===== config.mk =====
export PLATFORM = sky130hd
export DESIGN_NAME = addr_break_chan
export DESIGN_NICKNAME = d
export VERILOG_FILES = /design/src/rtl/abc_pkg.sv /design/src/rtl/brk_regs.sv /design/src/rtl/brk_matcher.sv /design/src/rtl/brk_flag_fsm.sv /design/src/rtl/addr_break_chan.sv
export SDC_FILE = /design/constraint.sdc
export NUM_CORES = 1
export LEC_CHECK = 0
export ABC_AREA = 0
export CELL_PAD_IN_SITES_DETAIL_PLACEMENT = 1
export CELL_PAD_IN_SITES_GLOBAL_PLACEMENT = 2
export CORE_UTILIZATION = 26
export DETAILED_ROUTE_END_ITERATION = 7
export GPL_TIMING_DRIVEN = 0
export PLACE_DENSITY_LB_ADDON = 0.1
export SYNTH_ARGS = -nofsm -noshare
export SYNTH_HDL_FRONTEND = slang
export SYNTH_SLANG_ARGS = --single-unit
export TNS_END_PERCENT = 5

===== constraint.sdc =====
create_clock -name clk -period 1.88 [get_ports clk]
set_input_delay 0.376 -clock clk [delete_from_list [all_inputs] [get_ports clk]]
set_output_delay 0.376 -clock clk [all_outputs]
set_load 0.01 [all_outputs]

===== src/rtl/abc_pkg.sv =====
package abc_pkg;

    localparam int ADDR_W  = 24;
    localparam int CTRL_W  = 8;
    localparam int MCODE_W = 3;

    typedef enum logic [1:0] {
        COND_FETCH = 2'b00,
        COND_READ  = 2'b01,
        COND_WRITE = 2'b10,
        COND_DATA  = 2'b11
    } cond_e;

    typedef enum logic {
        FLAG_CLR = 1'b0,
        FLAG_SET = 1'b1
    } flag_state_e;

    localparam logic [1:0] SEL_ADDR   = 2'd0;
    localparam logic [1:0] SEL_CTRL   = 2'd1;
    localparam logic [1:0] SEL_STATUS = 2'd2;

    // Number of low address bits left out of the compare for each mask code.
    function automatic logic [4:0] masked_bits(input logic [MCODE_W-1:0] code);
        logic [4:0] n;
        unique case (code)
            3'd0:    n = 5'd0;
            3'd1:    n = 5'd1;
            3'd2:    n = 5'd2;
            3'd3:    n = 5'd3;
            3'd4:    n = 5'd4;
            3'd5:    n = 5'd8;
            3'd6:    n = 5'd12;
            default: n = 5'd16;
        endcase
        return n;
    endfunction

endpackage


===== src/rtl/brk_regs.sv =====
module brk_regs
    import abc_pkg::*;
#(
    parameter int AW = ADDR_W
) (
    input  logic               clk,
    input  logic               rst_n,
    input  logic               wr,
    input  logic [1:0]         sel,
    input  logic [AW-1:0]      wdata,
    input  logic               flag,
    output logic [AW-1:0]      brk_addr,
    output logic [MCODE_W-1:0] mask_code,
    output cond_e              cond,
    output logic               ie,
    output logic               clr_req,
    output logic [AW-1:0]      rdata
);

    always_ff @(posedge clk or negedge rst_n) begin
        if (!rst_n) begin
            brk_addr  <= '0;
            mask_code <= '0;
            cond      <= COND_FETCH;
            ie        <= 1'b0;
        end else if (wr) begin
            if (sel == SEL_ADDR) begin
                brk_addr <= wdata;
            end
            if (sel == SEL_CTRL) begin
                mask_code <= wdata[5:3];
                cond      <= cond_e'(wdata[2:1]);
                ie        <= wdata[0];
            end
        end
    end

    assign clr_req = wr && (sel == SEL_STATUS) && !wdata[0];

    always_comb begin
        rdata = '0;
        unique case (sel)
            SEL_ADDR:   rdata = brk_addr;
            SEL_CTRL:   rdata[5:0] = {mask_code, cond, ie};
            SEL_STATUS: rdata[0] = flag;
            default:    rdata = '0;
        endcase
    end

    // an enable bit that is off cannot come back on without a control write.
    assert_ie_write_only_R2: assert property (@(posedge clk) disable iff (!rst_n)
        (!ie && !(wr && sel == SEL_CTRL)) |=> !ie);

endmodule


===== src/rtl/brk_matcher.sv =====
module brk_matcher
    import abc_pkg::*;
#(
    parameter int AW = ADDR_W
) (
    input  logic               clk,
    input  logic               rst_n,
    input  logic [AW-1:0]      brk_addr,
    input  logic [MCODE_W-1:0] mask_code,
    input  cond_e              cond,
    input  logic [AW-1:0]      bus_addr,
    input  logic               bus_valid,
    input  logic               bus_fetch,
    input  logic               bus_write,
    output logic               hit
);

    logic [4:0]    ign_cnt;
    logic [AW-1:0] bit_ok;
    logic          addr_ok;
    logic          type_ok;

    assign ign_cnt = masked_bits(mask_code);

    for (genvar i = 0; i < AW; i++) begin : g_bitcmp
        assign bit_ok[i] = (brk_addr[i] == bus_addr[i]) || (i < int'(ign_cnt));
    end

    assign addr_ok = &bit_ok;

    always_comb begin
        unique case (cond)
            COND_FETCH: type_ok = bus_fetch;
            COND_READ:  type_ok = !bus_fetch && !bus_write;
            COND_WRITE: type_ok = !bus_fetch && bus_write;
            COND_DATA:  type_ok = !bus_fetch;
            default:    type_ok = 1'b0;
        endcase
    end

    assign hit = bus_valid && addr_ok && type_ok;

    // a fetch-condition hit needs a fetch cycle.
    assert_fetch_only_R4: assert property (@(posedge clk) disable iff (!rst_n)
        (hit && cond == COND_FETCH) |-> bus_fetch);
    // a data-condition hit never comes from a fetch cycle.
    assert_data_no_fetch_R5: assert property (@(posedge clk) disable iff (!rst_n)
        (hit && cond != COND_FETCH) |-> !bus_fetch);
    // no hit without a valid cycle.
    assert_valid_needed_R6: assert property (@(posedge clk) disable iff (!rst_n)
        hit |-> bus_valid);
    // code 0 needs an exact address on every hit.
    assert_full_compare_R3: assert property (@(posedge clk) disable iff (!rst_n)
        (hit && mask_code == 3'd0) |-> (bus_addr == brk_addr));

endmodule


===== src/rtl/brk_flag_fsm.sv =====
module brk_flag_fsm
    import abc_pkg::*;
(
    input  logic clk,
    input  logic rst_n,
    input  logic hit,
    input  logic clr_req,
    output logic flag
);

    flag_state_e state, state_nx;

    always_comb begin
        state_nx = state;
        unique case (state)
            FLAG_CLR: if (hit) state_nx = FLAG_SET;
            FLAG_SET: if (clr_req && !hit) state_nx = FLAG_CLR;
            default:  state_nx = FLAG_CLR;
        endcase
    end

    always_ff @(posedge clk or negedge rst_n) begin
        if (!rst_n) state <= FLAG_CLR;
        else        state <= state_nx;
    end

    always_comb begin
        flag = (state == FLAG_SET);
    end

    // a hit is seen on the flag after the edge.
    assert_set_on_hit_R7: assert property (@(posedge clk) disable iff (!rst_n)
        hit |=> flag);
    // the flag holds without a clearing write.
    assert_sticky_R7: assert property (@(posedge clk) disable iff (!rst_n)
        (flag && !clr_req) |=> flag);
    // a clearing write without a hit drops the flag.
    assert_clear_R8: assert property (@(posedge clk) disable iff (!rst_n)
        (clr_req && !hit) |=> !flag);
    // set wins over clear.
    assert_set_priority_R9: assert property (@(posedge clk) disable iff (!rst_n)
        (clr_req && hit) |=> flag);

endmodule


===== src/rtl/addr_break_chan.sv =====
module addr_break_chan
    import abc_pkg::*;
#(
    parameter int AW = ADDR_W
) (
    input  logic          clk,
    input  logic          rst_n,
    input  logic          reg_wr,
    input  logic [1:0]    reg_sel,
    input  logic [AW-1:0] reg_wdata,
    output logic [AW-1:0] reg_rdata,
    input  logic [AW-1:0] bus_addr,
    input  logic          bus_valid,
    input  logic          bus_fetch,
    input  logic          bus_write,
    output logic          brk_flag,
    output logic          brk_irq
);

    logic [AW-1:0]      ba;
    logic [MCODE_W-1:0] mcode;
    cond_e              cond;
    logic               ie;
    logic               clr_req;
    logic               hit;

    brk_regs #(.AW(AW)) u_regs (
        .clk       (clk),
        .rst_n     (rst_n),
        .wr        (reg_wr),
        .sel       (reg_sel),
        .wdata     (reg_wdata),
        .flag      (brk_flag),
        .brk_addr  (ba),
        .mask_code (mcode),
        .cond      (cond),
        .ie        (ie),
        .clr_req   (clr_req),
        .rdata     (reg_rdata)
    );

    brk_matcher #(.AW(AW)) u_match (
        .clk       (clk),
        .rst_n     (rst_n),
        .brk_addr  (ba),
        .mask_code (mcode),
        .cond      (cond),
        .bus_addr  (bus_addr),
        .bus_valid (bus_valid),
        .bus_fetch (bus_fetch),
        .bus_write (bus_write),
        .hit       (hit)
    );

    brk_flag_fsm u_fsm (
        .clk     (clk),
        .rst_n   (rst_n),
        .hit     (hit),
        .clr_req (clr_req),
        .flag    (brk_flag)
    );

    assign brk_irq = brk_flag && ie;

    // the request never rises while interrupts are disabled.
    assert_irq_gated_R10: assert property (@(posedge clk) disable iff (!rst_n)
        !ie |-> !brk_irq);
    // the request needs the sticky flag.
    assert_irq_needs_flag_R10: assert property (@(posedge clk) disable iff (!rst_n)
        brk_irq |-> brk_flag);

endmodule


==> metrics.md <==
| Metric | Value |
|---|---|
| VDD IR max | around 0.25 mV |
| Total CTS buffers | 5 |
| Synth unique cells | 27 |
| Later-pin clock latency in the skew report | roughly 0.28 ns |
| Clock sink count | 31 |
| Crit-path max cell delay | between 0.5 and 0.6 ns |
| Fin area | about 2900 sq um |
| Vias in the first global route | ~1600 |
| FF-to-FF setup slack | 0.34 ns |
| Clock skew | 0.00735 ns |
| Layout cells sized above 1 | ~20% |
| Gate power share | between 30% and 40% |
| CP startpoint kind | register |
| Overall die height | ~87 um |
| Switching pwr | about 0.00061 W |
| Async S/R FF share, synth | 100% |
| CTS tree | yes |
| Grt total ovfl | 0 |
| Max FO, Critical Path | 5 |
| Clk pwr share | 27.3% |
| Port Buffers | just under 80 |
| Largest net degree at the start of global routing | 32 |
| Tot GR Track Use | roughly 15% |
| Initial Util | between 20 and 30% |
| First-pass GRT wire length | between 8000 and 9000 um |
| Antenna violations before repair | 0 |
| Flop pwr share | a little over two fifths |
| Post-DR vias/cell | approximately 4.3 |
| Worst setup EP type | output port |
| WS Path Type | reg -> out |
| Antenna cell count | 0 |
| FF+latch area | between 700 and 800 sq um |
| Area occupied by multi-input gates | approximately 1000 sq um |
| PwrDens | approximately 740 nW/um^2 |
| Nets | 301 |
| Dpl cell area | roughly 2800 sq um |
| Drt wl/cell | around 15 um |
| Fin. max-slew vios | 0 |
| Critical path's slowest cell | clkdlybuf4s50_1 |
| Synth warn | 0 |
| CTS H-Tree Depth | 2 |
| Final Setup Violations | 0 |
| Syn avg cell area | ~12 sq um |
| Final Hold Vio Count | 0 |
| Mapped Nets | between 200 and 250 |
| Yosys reg bits | 31 |
| Final Hold Slack | approximately 0.15 ns |
| Max-cap viol count | 0 |
| Worst Path Arrival | ~1.4 ns |
| Pleak | ~1.3 nW |
| Placed Cells incl. Taps | 330 |
| Clk buf depth | 2 |
| Commonest cells after routing, fill and taps aside | clkdlybuf4s50_1 (58), dfrtp_1 (29), and2_1 (20), mux2_4 (20) |
| Total vias in the final route | roughly 1500 |
| Sw Share | between 20% and 30% |
| Final period util | about 96% |
| Pwr Total | ~0.0022 W |
| Sequential area share after synthesis | 41.0% |
| Residual DRC | 0 |
| CP Cell Sequence | mux2i_1 > nor2_1 > clkdlybuf4s50_1 |
| Final ANT Viol Nets | 0 |
| RSZ-0062 raised after global routing | false |
| Clock slew seen by the registers of the worst setup and hold paths | roughly 0.070 ns |
| Area grow syn2layout | 53.9% |
| Worst-Margin Slew | 0.730 ns |
| Post-Synthesis Cells | ~160 |
| Core Box Area | 6910 sq um |
| Req. time, crit path | about 1.5 ns |
| Final WL | about 5000 um |
| Number of placement rows | 30 |
| Most common cell after layout, fill and taps aside | clkdlybuf4s50_1 |
| Slew HR | approximately 51% |
| Post-Syn Area | around 1900 sq um |
| CTS Root Cell | clkbuf_8 |
| Routability cong. | about 0.66 |
| Status | finished, final reports clean |
| Fill cell count | 787 |
| I/O pins | 82 |
| Fmax | 0.556 GHz |
| Hpwl dp | 3810 um |
| Synth Flop Type | dfrtp_1 |
| Die width | roughly 87 um |
| Hold crit path type | in -> async |
| Die ar. | around 7600 sq um |
| # hold bufs at CTS | 0 |
| 1st-pass router iterations | 4 |
| Starting DRC count in detailed routing | 27 |
| Post-route minimum period | 1.80 ns |
| Post-route non-filler standard cell count | about 340 |
| EDFF count, synth | 0 |
| Int Power | 0.00156 W |
per-stage QoR:
step | util, % | setup WS, ns | TNS, ns
2_1_floorplan | - | 0.401 | 0
3_3_place_gp | 40.6 | -0.460 | -15.60
3_5_place_dp | 40.5 | -0.416 | -3.98
4_1_cts | 42.0 | -0.0467 | -0.0467
5_1_grt | 42.1 | 0.00126 | 0
6_report | 42.1 | 0.0805 | 0
critical path: cells and delay by family, from the launching register on:
| family | cells | cell delay, ns |
|---|---|---|
| buffers and inverters | 1 | 0.54 |
| DFF | 1 | 0.42 |
| muxes | 1 | 0.09 |
| and+or+nand+nor | 1 | 0.09 |
cells by family (layout without fill, tap and decap cells):
kind of cell | Yosys count | count (layout) | synth area share (%)
and+or+nand+nor | 40 | 40 | 12.5
muxes | 36 | 36 | 25.0
DFF | 31 | 31 | 41.0
xor gates and xnor gates | 25 | 25 | 11.6
AOI/OAI and AO/OA | 11 | 11 | 3.38
buffers and inverters | 9 | 97 | 4.50
adders and majority gates | 3 | 3 | 1.99
routing by layer:
| metal | vias up | part of all wire [%] | global-route usage, % |
|---|---|---|---|
| met1 | 696 | 45 | 18.7 |
| li1 | 701 | - | - |
| met5 | - | 0 | 0 |
| met3 | 5 | 6.6 | 5.21 |
| met4 | 0 | 0.96 | 4.02 |
| met2 | 48 | 47 | 22.9 |
final cells by class:
class	count	share of cell area [%]
multi-input cells	115	35.4
plain buffers	6	2.88
flip-flops and latches	31	26.7
inverters	3	0.387
well taps	96	4.13
clock buffers	7	3.31
clock inverters	1	0.258
repair buffers	80	26.9
what timing repair did:
action,in CTS,in global routing
gates resized for setup,21,5
pin swaps,1,0
setup buffers,1,0
hold endpoints to repair,0,0
endpoints found under the setup margin,13,4
power by group through the flow:
| stage | Clock, W | Sequential (W) | Combinational, W |
|---|---|---|---|
| after floorplan | 0 | 0.000890 | 0.000410 |
| after global placement | 0 | 0.000926 | 0.000680 |
| after detailed placement | 0 | 0.000929 | 0.000686 |
| after CTS | 0.000628 | 0.000917 | 0.000676 |
| after global routing | 0.000655 | 0.000939 | 0.000732 |
| final | 0.000590 | 0.000915 | 0.000659 |
worst paths after layout:
check,startpoint,depth (start not counted),end
max,u_regs.cond[1]$_DFFE_PN0P_,3,reg_rdata[2]
min,rst_n,1,u_regs.brk_addr[22]$_DFFE_PN0P_
max reg2reg,u_regs.cond[0]$_DFFE_PN0P_,7,u_fsm.flag$_DFF_PN0_
min reg2reg,u_regs.ie$_DFFE_PN0P_,1,u_regs.ie$_DFFE_PN0P_
max in group asynchronous,rst_n,1,u_regs.mask_code[1]$_DFFE_PN0P_
min in group clk,reg_sel[1],4,u_fsm.flag$_DFF_PN0_
registers in the layout (all words and copies together), names as in the netlist:
| register | flops |
|---|---|
| u_regs.brk_addr | 24 |
| u_regs.cond | 2 |
| u_fsm.flag | 1 |
| u_regs.ie | 1 |
| u_regs.mask_code | 3 |
Yosys cell counts (2+ instances only):
| master | n | area (sq um) |
|---|---|---|
| ha_1 | 3 | 37.5 |
| buf_12 | 2 | 40.0 |
| xor2_1 | 8 | 70.1 |
| a21oi_1 | 3 | 15.0 |
| xnor2_1 | 17 | 149 |
| and2_1 | 20 | 125 |
| mux2i_1 | 6 | 60.1 |
| mux2_2 | 10 | 113 |
| nand2_1 | 4 | 15.0 |
| mux2_4 | 20 | 300 |
| o21ai_0 | 5 | 25.0 |
| buf_6 | 2 | 22.5 |
| nand4_1 | 4 | 25.0 |
| nor2_1 | 6 | 22.5 |
| inv_1 | 3 | 11.3 |
| dfrtp_1 | 31 | 776 |
No activity file was read; power rests on OpenSTA's default activity.
